### src/rtl/cla_pkg.sv
package cla_pkg;
  localparam int unsigned CLA_W = 4;

  // Product-term count of the flattened carry out of stage k
  function automatic int unsigned term_count(input int unsigned k);
    return (2 ** (k + 2)) - 1;
  endfunction
endpackage

### src/rtl/cla_flat_carry.sv
// Flattened carries: carry into stage k+1 is an OR of products built only
// from a[k:0], b[k:0] and cin. Each stage's term set is
//   { a_k&b_k } U { b_k & t : t in prev } U { a_k & t : t in prev }
// which is the full-adder carry ab+ac+bc with c substituted away.
// Stage 1: b0&cin | a0&cin | a0&b0
// Stage 2: a1b1 | b1b0cin | b1a0cin | b1a0b0 | a1b0cin | a1a0cin | a1a0b0
module cla_flat_carry
  import cla_pkg::*;
#(
  parameter int unsigned WIDTH = CLA_W
) (
  input  logic [WIDTH-1:0] a,
  input  logic [WIDTH-1:0] b,
  input  logic             cin,
  output logic [WIDTH:0]   carry
);
  assign carry[0] = cin;

  for (genvar k = 0; k < WIDTH; k++) begin : g_stg
    localparam int unsigned NT = term_count(k);
    localparam int unsigned NP = (NT - 1) / 2;
    logic [NT-1:0] term;

    if (k == 0) begin : g_first
      assign term[0] = a[0] & b[0];
      assign term[1] = b[0] & cin;
      assign term[2] = a[0] & cin;
    end else begin : g_next
      assign term[0] = a[k] & b[k];
      for (genvar j = 0; j < NP; j++) begin : g_sub
        assign term[1 + j]      = b[k] & g_stg[k-1].term[j];
        assign term[1 + NP + j] = a[k] & g_stg[k-1].term[j];
      end
    end

    assign carry[k+1] = |term;
  end
endmodule

### src/rtl/cla_ripple_carry.sv
// Comparison build: chain of majority cells, one per stage.
module cla_ripple_carry
  import cla_pkg::*;
#(
  parameter int unsigned WIDTH = CLA_W
) (
  input  logic [WIDTH-1:0] a,
  input  logic [WIDTH-1:0] b,
  input  logic             cin,
  output logic [WIDTH:0]   carry
);
  assign carry[0] = cin;

  for (genvar k = 0; k < WIDTH; k++) begin : g_fa
    assign carry[k+1] = (a[k] & b[k]) | (a[k] & carry[k]) | (b[k] & carry[k]);
  end
endmodule

### src/rtl/cla_sum_xor.sv
module cla_sum_xor
  import cla_pkg::*;
#(
  parameter int unsigned WIDTH = CLA_W
) (
  input  logic [WIDTH-1:0] a,
  input  logic [WIDTH-1:0] b,
  input  logic [WIDTH-1:0] cin_vec,
  output logic [WIDTH-1:0] s
);
  for (genvar k = 0; k < WIDTH; k++) begin : g_bit
    assign s[k] = a[k] ^ b[k] ^ cin_vec[k];
  end
endmodule

### src/rtl/cla_flat_adder.sv
module cla_flat_adder
  import cla_pkg::*;
#(
  parameter int unsigned WIDTH      = CLA_W,
  parameter bit          USE_RIPPLE = 1'b0
) (
  input  logic [WIDTH-1:0] a,
  input  logic [WIDTH-1:0] b,
  input  logic             cin,
  output logic [WIDTH-1:0] s,
  output logic             cout
);
  logic [WIDTH:0] carry;

  if (USE_RIPPLE) begin : g_ripple
    cla_ripple_carry #(.WIDTH(WIDTH)) u_carry (
      .a(a), .b(b), .cin(cin), .carry(carry)
    );
  end else begin : g_flat
    cla_flat_carry #(.WIDTH(WIDTH)) u_carry (
      .a(a), .b(b), .cin(cin), .carry(carry)
    );
  end

  cla_sum_xor #(.WIDTH(WIDTH)) u_sum (
    .a(a), .b(b), .cin_vec(carry[WIDTH-1:0]), .s(s)
  );

  assign cout = carry[WIDTH];
endmodule

### config.mk
export PLATFORM = sky130hd
export DESIGN_NAME = cla_flat_adder
export DESIGN_NICKNAME = d
export VERILOG_FILES = /design/src/rtl/cla_pkg.sv /design/src/rtl/cla_flat_carry.sv /design/src/rtl/cla_ripple_carry.sv /design/src/rtl/cla_sum_xor.sv /design/src/rtl/cla_flat_adder.sv
export SDC_FILE = /design/constraint.sdc
export NUM_CORES = 1
export LEC_CHECK = 0
export ABC_AREA = 1
export CAP_MARGIN = 30
export CORE_AREA = 2 2 39 41
export DETAILED_ROUTE_END_ITERATION = 10
export DIE_AREA = 0 0 41 43
export DONT_BUFFER_PORTS = 1
export PLACE_DENSITY = 0.48
export REMOVE_ABC_BUFFERS = 1
export SETUP_SLACK_MARGIN = 0.3
export SLEW_MARGIN = 20
export SYNTH_ARGS = -nofsm -noshare
export SYNTH_HDL_FRONTEND = slang
export SYNTH_SLANG_ARGS = --single-unit
### constraint.sdc
create_clock -name vclk -period 1.2
set_clock_uncertainty 0.05 [all_clocks]
set_input_delay 0.12 -clock vclk [all_inputs]
set_output_delay 0.12 -clock vclk [all_outputs]
set_load 0.005 [all_outputs]
# Word level (Yosys, flattened, before mapping)
# Cells that the tools add are included.
# classes
bitwise_logic	64
n_reduce_logical	4
# ops
operator	n
bitwise AND 1 bit	56
OR reduction 31 bit	1
OR reduction 15 bit	1
bitwise XOR 1 bit	8
OR reduction 7 bit	1
OR reduction 3 bit	1
# word_totals
out_inout_bits	5
ff_bits	0
word_cells	68

# Longest topological paths before layout
# depth
ltp_word	5
mapped_depth	9
depth_no_buf	9

# Cells and area by module
# A second synthesis with hierarchy kept.
# unflattened
hier_cells	86
area_unflattened_um2	361.6
# by_module_without_submodules
module	seq_area_each_um2	n_inst	cells_per_inst	area_per_inst_um2
cla_flat_carry	0.0	1	50	221.5
cla_sum_xor	0.0	1	36	140.1

# Worst setup path after synthesis
# Ideal clock, no wire load.
# synth_path
path_type	in2out
startpoint	in a[0]
endpoint	out s[3]
arrival_time_ps	916
required_ps	1030
setup_slack_ps	114
stages	8
cell_sequence	ha_1 nand2_1 nor2_1 nand3b_1 nor2_1 nand2_1 nand2_1 nand2_1
# synth_between
elab_chain_len	5
elab_cells_between_ends	16
cone_classes	bitwise (15); reduce/logical (1)
# synth_lines
item	line_no	source
start: declaration	cla_flat_adder.sv:7	input logic [WIDTH-1:0] a,
bitwise AND 1 bit, on equally long branches	cla_flat_carry.sv:25, cla_flat_carry.sv:27	
bitwise AND 1 bit, on equally long branches (2 in a row)	cla_flat_carry.sv:31, cla_flat_carry.sv:32	
OR reduction 15 bit (*)	cla_flat_carry.sv:36	assign carry[k+1] = |term;
bitwise XOR 1 bit (*)	cla_sum_xor.sv:12	assign s[k] = a[k] ^ b[k] ^ cin_vec[k];
end: declaration	cla_flat_adder.sv:10	output logic [WIDTH-1:0] s,
# Every way passes the cells marked *; elsewhere a longest branch is shown, timed or not.

# Worst setup path after layout
# layout_path
startpoint	in a[0]
endpoint	out cout
# layout_between
elab_chain_len	5
elab_cells_between_ends	31
cone_classes	bitwise (30); reduce/logical (1)
# layout_lines
item	line_no	source
bitwise AND 1 bit, on equally long branches	cla_flat_carry.sv:25, cla_flat_carry.sv:27	
bitwise AND 1 bit, on equally long branches (3 in a row)	cla_flat_carry.sv:31, cla_flat_carry.sv:32	
OR reduction 31 bit (*)	cla_flat_carry.sv:36	
end: declaration	cla_flat_adder.sv:11	output logic cout
# Marked as above.

==> flow_summary.toml <==
[route]
wl_per_cell_um = 10.5
vias = 461
first_iter_violations = 5
final_antenna_net_count = 0
dr.pass1.iters = 4
wirelength_mm = 1.00
drc = 0
via_per_inst = 4.80

[power]
total_power_mw = 0.154
power.density_nw_per_um2 = 317
ir_worst_vdd_uv = 120
leakage_nw = 0.277

[cells_and_area]
drive_above_1_share = 0.188
final_nets = 96
fin_util = 0.352
syn_to_final_growth_pct = 18.6
regArea_um2 = 0
diodes = 0
nFlopsAndLatches = 0
clkbuf_count = 0
final_cells = 96

[sta]
maxSlewViolCount = 0
slew_headroom = 0.892
finalCritPeriodShare = 0.881
worst_slew_pin_slew_ns = 0.161
hold_viol = 0
rsz0062_at_grt = "yes"
worst_slack_ns = 0.143
fin_crit_ns = 1.06
timing.final.setup_violations = 0
max_freq_ghz = 0.946
tns_ns = 0

[placement]
dp.cells = 96
io_buffers = 0
dp_slack_ns = 0.0270
place_congestion = 0.789
hpwl_um = 802

[global_routing]
grt_pass1_vias = 384
grt_max_degree = 14
antenna_found_initial = 0
grtUsageTotal = 0.125
grt_pass1_wl_mm = 1.64
grt_overflow_total = 0

[setup_path]
crit_required_ns = 1.03
critPathKind = "input port to output pin"
start_kind = "input port"
arrival_ns = 0.89
critPathMaxFanout = 5
end_kind = "output pin"

[cts]
postCtsSetupBuffers = 0
hold_buffers = 0

[synth]
synth_warnings = 0
syn-mean-instance-area_um2 = 5.00
synth_cells = 82
seq_area_frac_synth = 0
yosysUniqueCellTypes = 16
synth_area_um2 = 410

[run_status]
status = "complete, no violations"

[floorplan]
die_area_um2 = 1760
die_h_um = 43
ios = 14
fp.dieW_um = 41
initial_core_util = 0.297
rows = 14
coreArea_um2 = 1380

[flow_run]
maxCapViolCount = 0

[worst_hold_path]
hp-class = "input port to output pin"
## where the power goes
part	switching [mW]	leakage [nW]	internal (mW)
Sequential	0	0	0
Clock	0	0	0
Combinational	0.0822	0.277	0.0720
Total	0.0822	0.277	0.0720
## final cells by class
| cell class | instances | area (um2) |
|---|---|---|
| fill | 168 | 897 |
| multi-input combinational | 67 | 418 |
| inverter | 13 | 48.8 |
| tap | 16 | 20.0 |
## worst max-delay path, cell delays in order
cell,delay [ns]
ha_4,0.16
nand2_4,0.06
nand2_1,0.05
nor2_1,0.10
nand3_1,0.11
nand2_1,0.08
nand2_1,0.04
nor2_1,0.09
nand2_1,0.07
## Yosys cell counts
library cell / number / area, um2
fa_1: 1 / 20.0
ha_1: 4 / 50.1
nor2_4: 1 / 11.3
nor2_2: 1 / 6.26
inv_1: 13 / 48.8
nand2_2: 1 / 6.26
clkbuf_1: 1 / 3.75
nand4_1: 2 / 12.5
xnor2_1: 2 / 17.5
nand2_1: 27 / 101
a21oi_1: 2 / 10.0
nor2_1: 12 / 45.0
nand3_1: 12 / 60.1
nand3b_1: 1 / 7.51
o21ai_1: 1 / 5.00
buf_2: 1 / 5.00
## through the flow
stage	hold WS [ns]	cell area (um2)
floorplan	0.281	402
global placement	0.292	422
detailed placement	0.292	422
CTS	0.291	459
global route	0.297	487
finish	0.283	487
## layer usage
metal / vias to the layer above / GRT usage / part of all wire
met2: 13 / 0.200 / 0.49
li1: 251 / - / -
met1: 197 / 0.191 / 0.44
met3: 0 / 0.00524 / 0.070
met5: - / 0 / 0
met4: 0 / 0 / 0
## placed cells by master, fill, tap and decap left out
cell type  instances
nand2_1           24
nor2_1            10
ha_1               2
inv_2              1
nand3_1           11
nand3b_1           1
nand2_4            1
o21ai_1            1
xnor2_2            2
a21oi_1            2
fa_2               1
nand2_2            3
ha_4               2
nand3_2            1
nand4_1            2
inv_1             12
nor2_4             1
nor2_2             3
## final timing paths
path,startpoint,to,slack (ns),depth (start not counted)
max,a[0],cout,0.14,9
min,a[3],cout,0.28,2
## what timing repair did
item                                    4_1_cts  5_1_grt
endpoints found under the setup margin        4        4
pin swaps                                    10       11
gates resized for setup                       8        7
## cell families after synthesis
logic type                 after synthesis  share of synthesized area
buffers and inverters                   15                      0.140
and+or+nand+nor                         57                      0.610
xor gates and xnor gates                 2                     0.0427
adders and majority gates                5                      0.171
AOI/OAI and AO/OA                        3                     0.0366
Note: power is estimated with default switching activity, not from simulation.
